==> config.mk <==
export PLATFORM = sky130hd
export DESIGN_NAME = dma_rx_channel
export DESIGN_NICKNAME = d
export VERILOG_FILES = /design/src/rtl/dmach_pkg.sv /design/src/rtl/dmach_ctrl.sv /design/src/rtl/dmach_addr.sv /design/src/rtl/dmach_iter.sv /design/src/rtl/dma_rx_channel.sv
export SDC_FILE = /design/constraint.sdc
export NUM_CORES = 1
export LEC_CHECK = 0
export BUFFER_PORTS_ARGS = -buffer_cell sky130_fd_sc_hd__buf_2
export CORE_ASPECT_RATIO = 1.5
export CORE_MARGIN = 5
export CORE_UTILIZATION = 40
export CTS_BUF_LIST = sky130_fd_sc_hd__clkbuf_8
export CTS_CLUSTER_SIZE = 14
export DETAILED_ROUTE_END_ITERATION = 7
export PLACE_DENSITY_LB_ADDON = 0.15
export SETUP_SLACK_MARGIN = 0.05
export SLEW_MARGIN = 20
export SYNTH_ARGS = -nofsm -noshare
export SYNTH_HDL_FRONTEND = slang
export SYNTH_HIERARCHICAL = 1
export SYNTH_SLANG_ARGS = --single-unit
==> constraint.sdc <==
create_clock -name clk -period 9.2 [get_ports clk]
set_clock_uncertainty 0.1 [all_clocks]
set_input_delay 0.46 -clock clk [delete_from_list [all_inputs] [get_ports clk]]
set_output_delay 0.46 -clock clk [all_outputs]
set_load 0.01 [all_outputs]
==> src/rtl/dmach_pkg.sv <==
package dmach_pkg;
  typedef enum logic [1:0] {CH_IDLE, CH_READ, CH_WRITE} ch_state_e;
  localparam int FLG_DONE_IE  = 0;
  localparam int FLG_HALF_IE  = 1;
  localparam int FLG_AUTOSTOP = 2;
  localparam int FLG_W        = 3;
endpackage

==> src/rtl/dmach_ctrl.sv <==
module dmach_ctrl
  import dmach_pkg::*;
#(
  parameter int NBW = 4
) (
  input  logic           clk,
  input  logic           rst_n,
  input  logic           load,
  input  logic [NBW-1:0] cfg_nbytes,
  input  logic           cfg_autostop,
  input  logic           periph_req,
  input  logic           erq_set,
  input  logic           erq_clr,
  input  logic           major_hit,
  output logic           start_minor,
  output logic           rd_phase,
  output logic           wr_phase,
  output logic           minor_end,
  output logic           busy,
  output logic           erq
);
  ch_state_e      state;
  logic [NBW-1:0] nbytes_q;
  logic [NBW-1:0] bcnt;
  logic           autostop_q;
  logic           armed;
  logic           pend_clr;
  logic           erq_n, pend_n;

  function automatic logic last_byte(input logic [NBW-1:0] c);
    return c <= NBW'(1);
  endfunction

  assign busy        = (state != CH_IDLE);
  assign rd_phase    = (state == CH_READ);
  assign wr_phase    = (state == CH_WRITE);
  assign start_minor = (state == CH_IDLE) && erq && armed && periph_req;
  assign minor_end   = wr_phase && last_byte(bcnt);

  always_ff @(posedge clk or negedge rst_n) begin
    if (!rst_n) begin
      state <= CH_IDLE;
      bcnt  <= '0;
    end else begin
      case (state)
        CH_IDLE: if (start_minor) begin
          state <= CH_READ;
          bcnt  <= nbytes_q;
        end
        CH_READ: state <= CH_WRITE;
        CH_WRITE: begin
          if (last_byte(bcnt)) state <= CH_IDLE;
          else begin
            bcnt  <= bcnt - NBW'(1);
            state <= CH_READ;
          end
        end
        default: state <= CH_IDLE;
      endcase
    end
  end

  always_ff @(posedge clk or negedge rst_n) begin
    if (!rst_n) begin
      nbytes_q   <= NBW'(1);
      autostop_q <= 1'b0;
    end else if (load) begin
      nbytes_q   <= cfg_nbytes;
      autostop_q <= cfg_autostop;
    end
  end

  // request edge qualification: re-armed only by a low level
  always_ff @(posedge clk or negedge rst_n) begin
    if (!rst_n)           armed <= 1'b1;
    else if (start_minor) armed <= 1'b0;
    else if (!periph_req) armed <= 1'b1;
  end

  always_comb begin
    erq_n  = erq;
    pend_n = pend_clr;
    if (erq_clr) begin
      if (busy && !minor_end) pend_n = 1'b1;
      else                    erq_n  = 1'b0;
    end
    if (minor_end && (pend_clr || (major_hit && autostop_q))) begin
      erq_n  = 1'b0;
      pend_n = 1'b0;
    end
    if (erq_set) begin
      erq_n  = 1'b1;
      pend_n = 1'b0;
    end
  end

  always_ff @(posedge clk or negedge rst_n) begin
    if (!rst_n) begin
      erq      <= 1'b0;
      pend_clr <= 1'b0;
    end else begin
      erq      <= erq_n;
      pend_clr <= pend_n;
    end
  end

  AST_NO_REPEAT: assert property (@(posedge clk) disable iff (!rst_n)
    minor_end && periph_req |=> !start_minor);
  AST_AUTO_STOP: assert property (@(posedge clk) disable iff (!rst_n)
    minor_end && major_hit && autostop_q && !erq_set |=> !erq);
  AST_CLR_DEFER: assert property (@(posedge clk) disable iff (!rst_n)
    erq && erq_clr && busy && !minor_end && !erq_set |=> erq);
  AST_NO_START_OFF: assert property (@(posedge clk) disable iff (!rst_n)
    !erq && !erq_set |=> !rd_phase || busy && $past(busy));
endmodule

==> src/rtl/dmach_addr.sv <==
module dmach_addr #(
  parameter int AW = 16,
  parameter int OW = 8
) (
  input  logic          clk,
  input  logic          rst_n,
  input  logic          load,
  input  logic [AW-1:0] cfg_src_addr,
  input  logic [OW-1:0] cfg_src_off,
  input  logic [AW-1:0] cfg_dst_addr,
  input  logic [OW-1:0] cfg_dst_off,
  input  logic [AW-1:0] cfg_dst_last,
  input  logic          byte_wr,
  input  logic          major_hit,
  output logic [AW-1:0] src_addr,
  output logic [AW-1:0] dst_addr
);
  localparam int EXT = AW - OW;

  logic [OW-1:0] soff_q, doff_q;
  logic [AW-1:0] dlast_q;

  function automatic logic [AW-1:0] widen(input logic [OW-1:0] off);
    return {{EXT{off[OW-1]}}, off};
  endfunction

  function automatic logic [AW-1:0] step_dst(input logic [AW-1:0] a,
                                             input logic [OW-1:0] off,
                                             input logic [AW-1:0] last,
                                             input logic wrap);
    return a + widen(off) + (wrap ? last : '0);
  endfunction

  always_ff @(posedge clk or negedge rst_n) begin
    if (!rst_n) begin
      src_addr <= '0;
      dst_addr <= '0;
      soff_q   <= '0;
      doff_q   <= '0;
      dlast_q  <= '0;
    end else if (load) begin
      src_addr <= cfg_src_addr;
      dst_addr <= cfg_dst_addr;
      soff_q   <= cfg_src_off;
      doff_q   <= cfg_dst_off;
      dlast_q  <= cfg_dst_last;
    end else if (byte_wr) begin
      src_addr <= src_addr + widen(soff_q);
      dst_addr <= step_dst(dst_addr, doff_q, dlast_q, major_hit);
    end
  end

  AST_ADDR_HOLD: assert property (@(posedge clk) disable iff (!rst_n)
    !byte_wr && !load |=> $stable(src_addr) && $stable(dst_addr));
endmodule

==> src/rtl/dmach_iter.sv <==
module dmach_iter #(
  parameter int CW = 8
) (
  input  logic          clk,
  input  logic          rst_n,
  input  logic          load,
  input  logic [CW-1:0] cfg_biter,
  input  logic          cfg_done_ie,
  input  logic          cfg_half_ie,
  input  logic          minor_end,
  input  logic [1:0]    irq_clr,
  output logic [CW-1:0] citer,
  output logic          major_hit,
  output logic          irq_done,
  output logic          irq_half
);
  logic [CW-1:0] biter;
  logic          done_ie_q, half_ie_q;
  logic          half_hit;

  function automatic logic is_last(input logic [CW-1:0] c);
    return c == CW'(1);
  endfunction

  function automatic logic [CW-1:0] half_mark(input logic [CW-1:0] b);
    return b >> 1;
  endfunction

  function automatic logic reaches_half(input logic [CW-1:0] c, input logic [CW-1:0] b);
    return !is_last(c) && (half_mark(b) != '0) && ((c - CW'(1)) == half_mark(b));
  endfunction

  assign major_hit = minor_end && is_last(citer);
  assign half_hit  = minor_end && reaches_half(citer, biter);

  always_ff @(posedge clk or negedge rst_n) begin
    if (!rst_n) begin
      biter     <= CW'(1);
      citer     <= CW'(1);
      done_ie_q <= 1'b0;
      half_ie_q <= 1'b0;
    end else if (load) begin
      biter     <= cfg_biter;
      citer     <= cfg_biter;
      done_ie_q <= cfg_done_ie;
      half_ie_q <= cfg_half_ie;
    end else if (minor_end) begin
      citer <= is_last(citer) ? biter : citer - CW'(1);
    end
  end

  always_ff @(posedge clk or negedge rst_n) begin
    if (!rst_n) begin
      irq_done <= 1'b0;
      irq_half <= 1'b0;
    end else begin
      if (major_hit && done_ie_q)  irq_done <= 1'b1;
      else if (irq_clr[0])         irq_done <= 1'b0;
      if (half_hit && half_ie_q)   irq_half <= 1'b1;
      else if (irq_clr[1])         irq_half <= 1'b0;
    end
  end

  AST_CITER_RANGE: assert property (@(posedge clk) disable iff (!rst_n)
    citer != '0 && citer <= biter);
  AST_CITER_HOLD: assert property (@(posedge clk) disable iff (!rst_n)
    !minor_end && !load |=> $stable(citer));
  AST_DONE_STICKY: assert property (@(posedge clk) disable iff (!rst_n)
    irq_done && !irq_clr[0] |=> irq_done);
  AST_HALF_STICKY: assert property (@(posedge clk) disable iff (!rst_n)
    irq_half && !irq_clr[1] |=> irq_half);
endmodule

==> src/rtl/dma_rx_channel.sv <==
module dma_rx_channel
  import dmach_pkg::*;
#(
  parameter int AW  = 16,
  parameter int OW  = 8,
  parameter int CW  = 8,
  parameter int NBW = 4
) (
  input  logic             clk,
  input  logic             rst_n,
  input  logic             cfg_load,
  input  logic [AW-1:0]    cfg_src_addr,
  input  logic [OW-1:0]    cfg_src_off,
  input  logic [AW-1:0]    cfg_dst_addr,
  input  logic [OW-1:0]    cfg_dst_off,
  input  logic [AW-1:0]    cfg_dst_last,
  input  logic [CW-1:0]    cfg_biter,
  input  logic [NBW-1:0]   cfg_nbytes,
  input  logic [FLG_W-1:0] cfg_flags,
  input  logic             erq_set,
  input  logic             erq_clr,
  input  logic [1:0]       irq_clr,
  input  logic             periph_req,
  output logic             prd_en,
  output logic [AW-1:0]    prd_addr,
  input  logic [7:0]       prd_data,
  output logic             mwr_en,
  output logic [AW-1:0]    mwr_addr,
  output logic [7:0]       mwr_data,
  output logic             req_enabled,
  output logic             busy,
  output logic [CW-1:0]    citer_out,
  output logic [AW-1:0]    dst_addr_out,
  output logic             irq_done,
  output logic             irq_half
);
  logic          load_ok;
  logic          start_minor, rd_phase, wr_phase, minor_end, major_hit;
  logic [AW-1:0] src_addr, dst_addr;
  logic [7:0]    rdata;

  assign load_ok = cfg_load && !busy;

  dmach_ctrl #(.NBW(NBW)) u_ctrl (
    .clk(clk), .rst_n(rst_n), .load(load_ok),
    .cfg_nbytes(cfg_nbytes), .cfg_autostop(cfg_flags[FLG_AUTOSTOP]),
    .periph_req(periph_req), .erq_set(erq_set), .erq_clr(erq_clr),
    .major_hit(major_hit), .start_minor(start_minor),
    .rd_phase(rd_phase), .wr_phase(wr_phase), .minor_end(minor_end),
    .busy(busy), .erq(req_enabled)
  );

  dmach_addr #(.AW(AW), .OW(OW)) u_addr (
    .clk(clk), .rst_n(rst_n), .load(load_ok),
    .cfg_src_addr(cfg_src_addr), .cfg_src_off(cfg_src_off),
    .cfg_dst_addr(cfg_dst_addr), .cfg_dst_off(cfg_dst_off),
    .cfg_dst_last(cfg_dst_last), .byte_wr(wr_phase),
    .major_hit(major_hit), .src_addr(src_addr), .dst_addr(dst_addr)
  );

  dmach_iter #(.CW(CW)) u_iter (
    .clk(clk), .rst_n(rst_n), .load(load_ok), .cfg_biter(cfg_biter),
    .cfg_done_ie(cfg_flags[FLG_DONE_IE]), .cfg_half_ie(cfg_flags[FLG_HALF_IE]),
    .minor_end(minor_end), .irq_clr(irq_clr), .citer(citer_out),
    .major_hit(major_hit), .irq_done(irq_done), .irq_half(irq_half)
  );

  always_ff @(posedge clk or negedge rst_n) begin
    if (!rst_n)        rdata <= '0;
    else if (rd_phase) rdata <= prd_data;
  end

  assign prd_en       = rd_phase;
  assign prd_addr     = src_addr;
  assign mwr_en       = wr_phase;
  assign mwr_addr     = dst_addr;
  assign mwr_data     = rdata;
  assign dst_addr_out = dst_addr;

  AST_WR_AFTER_RD: assert property (@(posedge clk) disable iff (!rst_n)
    mwr_en |-> $past(prd_en));
  AST_RD_LEADS_WR: assert property (@(posedge clk) disable iff (!rst_n)
    prd_en |=> mwr_en && mwr_data == $past(prd_data));
  AST_START_QUIET: assert property (@(posedge clk) disable iff (!rst_n)
    !busy && !start_minor |=> !prd_en && !mwr_en);
endmodule

* After elaboration in Yosys (flattened, before gate mapping)
Index checks and enable logic that the tools add are counted.
Cells by class: $add $sub $neg 5, $lt $le $gt $ge 1, eq/ne operators 8, mux-type cells 28, reductions and logical operators 31
Operators by type and width (number):
- 2-to-1 mux 16 bit | 5
- adder 16 bit | 3
- 2-to-1 mux 8 bit | 3
- 2-to-1 mux 1 bit | 15
- logical AND 1 bit | 14
- nonzero test 2 bit | 6
- == test 8 x 1 -> 1 bit, second input constant | 1
- == test 8 x 7 -> 1 bit | 1
- 2-to-1 mux 4 bit | 2
- case mux 4 bit (2 select lines) | 1
- nonzero test 8 bit | 1
- subtractor 8 x 1 -> 8 bit, second input constant | 1
- case mux 2 bit (3 select lines) | 1
- nonzero test 3 bit | 2
- <= comparator 4 x 1 -> 1 bit, second input constant | 1
- != test 2 bit, second input constant | 2
- AND reduction 2 bit | 2
- subtractor 4 x 1 -> 4 bit, second input constant | 1
- zero test 1 bit | 3
- != test 3 bit, second input constant | 1
- AND reduction 3 bit | 1
- == test 2 x 1 -> 1 bit, second input constant | 1
- == test 2 bit, second input constant | 1
- zero test 2 bit | 1
- other kinds (3) | 3
Storage, ports and cells: register bits 106, output and inout port bits 70, logic and storage cells 92

* Longest topological paths before layout
depth in word-level cells 8, depth in mapped cells 19, gate-level depth less buffers 18

* Hierarchy
Netlist, hierarchy kept.
Modules (own cells, without submodules):
- dmach_addr | instances 1, cells an instance 433, area each 4448.0 um^2, sequential area each 1601.5 um^2
- dmach_iter | instances 1, cells an instance 114, area each 1251.2 um^2, sequential area each 503.0 um^2
- dmach_ctrl | instances 1, cells an instance 64, area each 696.9 um^2, sequential area each 352.8 um^2
- dma_rx_channel | instances 1, cells an instance 34, area each 457.9 um^2, sequential area each 200.2 um^2

* Least setup slack after synthesis
Ideal clock, no wire load.
kind register -> register, start register u_iter.citer[4], end register u_addr.dst_addr[15], library setup time 0.138 ns, arrival time 3.986 ns, slack 4.976 ns, stages on the path, launching flop included 14, buffers on the path 2, path through dfrtp_1 -> buf_6 -> or4_4 -> nor3_4 -> and2_2 -> clkbuf_1 -> and2_1 -> fa_1 -> ha_1 -> a21o_1 -> a21o_1 -> a221o_1 -> a221oi_1 -> o211ai_1
Between the ends: longest elaborated chain between the ends 6
RTL lines:
- start, declared | line dmach_iter.sv:12 | output logic [CW-1:0] citer,
- start signal, assigned | line dmach_iter.sv:44 | citer <= cfg_biter;
- start signal, assigned | line dmach_iter.sv:48 | citer <= is_last(citer) ? biter : citer - CW'(1);
- == test 8 x 1 -> 1 bit | line dmach_iter.sv:22 | return c == CW'(1);
- logical AND 1 bit | line dmach_iter.sv:33 | assign major_hit = minor_end && is_last(citer);
- named net major_hit | line dma_rx_channel.sv:38 | logic start_minor, rd_phase, wr_phase, minor_end, major_hit;
- 2-to-1 mux 16 bit | line dmach_addr.sv:31 | return a + widen(off) + (wrap ? last : '0);
- adder 16 bit | line dmach_addr.sv:31
- 2-to-1 mux 16 bit | line dmach_addr.sv:47 | end else if (byte_wr) begin
- 2-to-1 mux 16 bit | line dmach_addr.sv:41 | end else if (load) begin
- end signal, assigned | line dmach_addr.sv:43 | dst_addr <= cfg_dst_addr;
- end signal, assigned | line dmach_addr.sv:49 | dst_addr <= step_dst(dst_addr, doff_q, dlast_q, major_hit);
- end, declared | line dmach_addr.sv:16 | output logic [AW-1:0] dst_addr
The timed path passes the listed nets, and every way through them passes these cells. The select of a mux whose other input is x is not followed. A chain may end at the register's enable or synchronous reset.

* Worst setup path after layout
start register u_iter.citer[4], end register u_addr.dst_addr[13]
Same word-level chain as after synthesis.

==> parameters.txt <==
Parameter                              Value

Outcome
  Status ... completed

Floorplan
  Core Box Area ... roughly 17,000 um^2
  Number of cell rows ... 58
  Die ar. ... 19,900 um^2
  Die span in y ... 170 um
  Die extent in x ... 117 um
  Io pins ... 165
  Initial cell density of the core ... about two fifths

Layout
  Most common cell after layout, fill and taps aside ... buf_2
  Share of post-route cells with drive strength above 1 ... 33.0%
  Core utilization of the finished layout ... between 40% and 50%
  Fill cell count ... 1,615
  Total number of nets in the final design ... 930
  Antenna diodes ... 0
  Most used cells in the layout excluding fill and tap cells ... buf_2, dfrtp_1, mux2_2, o21ai_0, nand2_1
  Layout Area Growth over Synthesis ... 16.5%

Route
  Total met3 wirelength after detailed routing ... 1020 um
  DRT antenna net count ... 0
  Met2 WL post-DR ... about 9000 um
  Total routed wirelength ... between 15,000 and 20,000 um
  Via count ... 5,497
  TritonRoute pass-1 iters ... 4
  Highest routed layer ... met4
  Average wire per standard cell ... between 15 and 20 um
  Via count normalized by instance count ... 5.50
  Met1 WL ... approximately 7000 um
  Iteration-0 DRC count of the detailed router ... ~210
  DRC violations left ... 0

Worst setup path
  Critical-path maximum fanout ... 18
  Path type of the worst setup path ... register to register
  Stage delay of the slowest cell on the critical path ... 0.59 ns
  CP cell instances ... or4_4, nor3_4, and2_2, and2_1, fa_1, ha_1, inv_1, fa_1, nor2b_4, o31a_1, o31a_1, a211oi_2, mux2i_1, a221o_1
  Number of buffer and inverter stages on the critical path ... 1
  Type of element launching the critical path ... register
  Arr. time, crit path ... between 4 and 5 ns
  Top cell family by delay on the critical path ... simple AND/OR/NAND/NOR gates
  Endpoint type of the worst setup path ... register
  Required time at the endpoint of the critical path ... 9.37 ns
  Cell at the slowest stage of the critical path ... or4_4

Clock network
  Clk pin slew, worst setup/hold paths ... 0.10 ns
  Clock tree from TritonCTS ... yes
  Clock buffer count from CTS ... 9
  Clock latency reported for the late side of the worst-skew pair ... approximately 0.38 ns
  Clock Tree Buf Depth ... 2
  CTS Root Buffer Type ... clkbuf_8
  Post-CTS sizing ... 0
  # clock sinks ... 106
  Depth of the CTS H-tree ... 3

Yosys
  Warning count from the yosys run ... 6
  Count of flip-flops with a built-in enable after synthesis ... 0
  Syn Std Cell Area ... 6850 um^2
  Mapped Cells ... 645
  Mapped Nets ... 790
  Most common flop cell mapped by yosys ... dfrtp_1
  Number of synthesized register bits ... 106
  Part of the Yosys area used for sequential elements ... roughly two fifths
  Share of synthesized registers carrying an async set or reset ... 100%
  Per-instance average area after synthesis ... 10.6 um^2
  Count of different cell masters after synthesis ... 76

Global route
  Wire length of the first global-routing pass ... 28,500 um
  Overall overflow remaining after global route ... 0
  Antenna violations before repair ... 0
  Gr usage total ... 18.1%
  Pin count of the biggest net entering global routing ... 93
  Number of global-route vias before repair ... about 5,600

Min path
  Class of the tightest hold or removal check ... primary input to register

STA
  Setup-failing EPs final ... 0
  Worst max-slew margin expressed relative to the limit ... 35.2%
  Hold Vio Cnt, Final ... 0
  Final Max Tran Viols ... 0
  Sum of negative setup slack ... 0 ns
  Final Critical Period ... 4.61 ns
  Worst Tran Pin Value ... 0.971 ns
  Final clock period utilization by the worst path ... about 50%
  RSZ-0062 raised after global routing ... false
  Maximum operating frequency ... 0.217 GHz

Power
  Leakage power ... about 3.7 nW
  Total Power ... 3.24 mW
  Peak ir drop on the vdd network ... 0.272 mV
  Power density over the cells ... 405 nW/um^2

Place
  Sum of net half-perimeters after detailed placement ... around 13,000 um
  Number of buffer cells added on primary ports ... roughly 160
  Routability cong. ... about 0.87

Run
  Max-capacitance violation count ... 0
==> layout make-up <==
class / count / area (um^2) / area share, %
Sequential cell: 106 / 2660 / 33.3
Clock buffer: 10 / 138 / 1.72
Clock inverter: 6 / 90.1 / 1.13
Tap cell: 210 / 263 / 3.29
Timing Repair Buffer: 169 / 863 / 10.8
Inverter: 26 / 100 / 1.25
Multi-Input combinational cell: 473 / 3880 / 48.5
==> worst reg2reg max path: cells and delay by family (launching register included) <==
kind	cells	cell delay [ns]
and+or+nand+nor	5	1.75
muxes	1	0.11
adders and majority gates	3	0.86
DFF	1	0.50
AOI/OAI and AO/OA	4	1.13
buffers and inverters	1	0.07
==> routing by layer <==
layer	GRT usage (%)	vias up
met1	22.6	2680
met5	0	-
met2	31.1	172
li1	-	2624
met4	6.84	0
met3	2.81	21
==> synthesized netlist by cell type, drive strengths merged, types with 11 or more instances <==
library cell	count	area share, %
dfrtp	102	37
mux2	53	9.1
o21ai	45	3.3
nand2	40	2.2
ha	33	6.0
nor2	26	1.4
a21oi	25	1.9
inv	25	1.4
buf	22	2.3
a22oi	18	2.0
and2	18	1.7
clkbuf	18	0.99
fa	17	5.0
mux2i	14	2.0
xnor2	13	1.7
nor3	12	1.0
a21o	11	1.2
==> stage by stage <==
| step | setup slack [ns] | cells | hold slack [ns] | area, um^2 |
|---|---|---|---|---|
| 4_1_cts | 4.55 | 1000 | 0.119 | 7990 |
| 3_3_place_gp | 4.62 | 983 | 0.380 | 7750 |
| 5_1_grt | 4.27 | 1000 | 0.144 | 7990 |
| 6_report | 4.59 | 1000 | 0.145 | 7990 |
| 3_5_place_dp | 4.59 | 983 | 0.387 | 7750 |
| 2_1_floorplan | 4.98 | 645 | 0.0644 | 6850 |
==> logic make-up after synthesis <==
kind of cell / synth area share (%)
mux: 11.2
simple gates: 13.5
fa+ha+maj: 11.0
flops: 38.8
compound gates: 16.9
xor+xnor: 3.87
buf+inv: 4.78
==> power by group <==
group	internal (mW)	switching (mW)	leakage, nW	total, mW
Combinational	0.933	1.02	2.36	1.96
Clock	0.161	0.168	0.112	0.329
Sequential	0.703	0.248	1.26	0.951
Total	1.80	1.44	3.73	3.24
==> registers in the layout, indices dropped and copies added, names as in the netlist, 4 cells and up <==
signal	count
u_ctrl/nbytes_q	4
u_iter/biter	8
u_addr/soff_q	8
u_addr/doff_q	8
u_ctrl/bcnt	4
u_addr/src_addr	16
mwr_data	8
u_iter/citer	8
u_addr/dst_addr	16
u_addr/dlast_q	16
==> timing repair <==
item	CTS	global route
setup buffers	0	0
hold endpoints to repair	40	0
setup endpoints to repair	0	0
hold buffers	1	0
==> final timing paths <==
| kind | startpoint | end | slack [ns] | cells after the start |
|---|---|---|---|---|
| max in group asynchronous | rst_n | u_addr/soff_q[3] | 7.26 | 3 |
| max | u_iter/citer[4] | u_addr/dst_addr[13] | 4.59 | 14 |
| max reg2reg | u_iter/citer[4] | u_addr/dst_addr[13] | 4.59 | 14 |
| min in group asynchronous | rst_n | u_iter/citer[7] | 0.49 | 2 |
| min reg2reg | mwr_data[5] | mwr_data[5] | 0.41 | 1 |
| min | erq_set | u_ctrl/pend_clr | 0.14 | 2 |
Power figures use the tool's default switching activity.
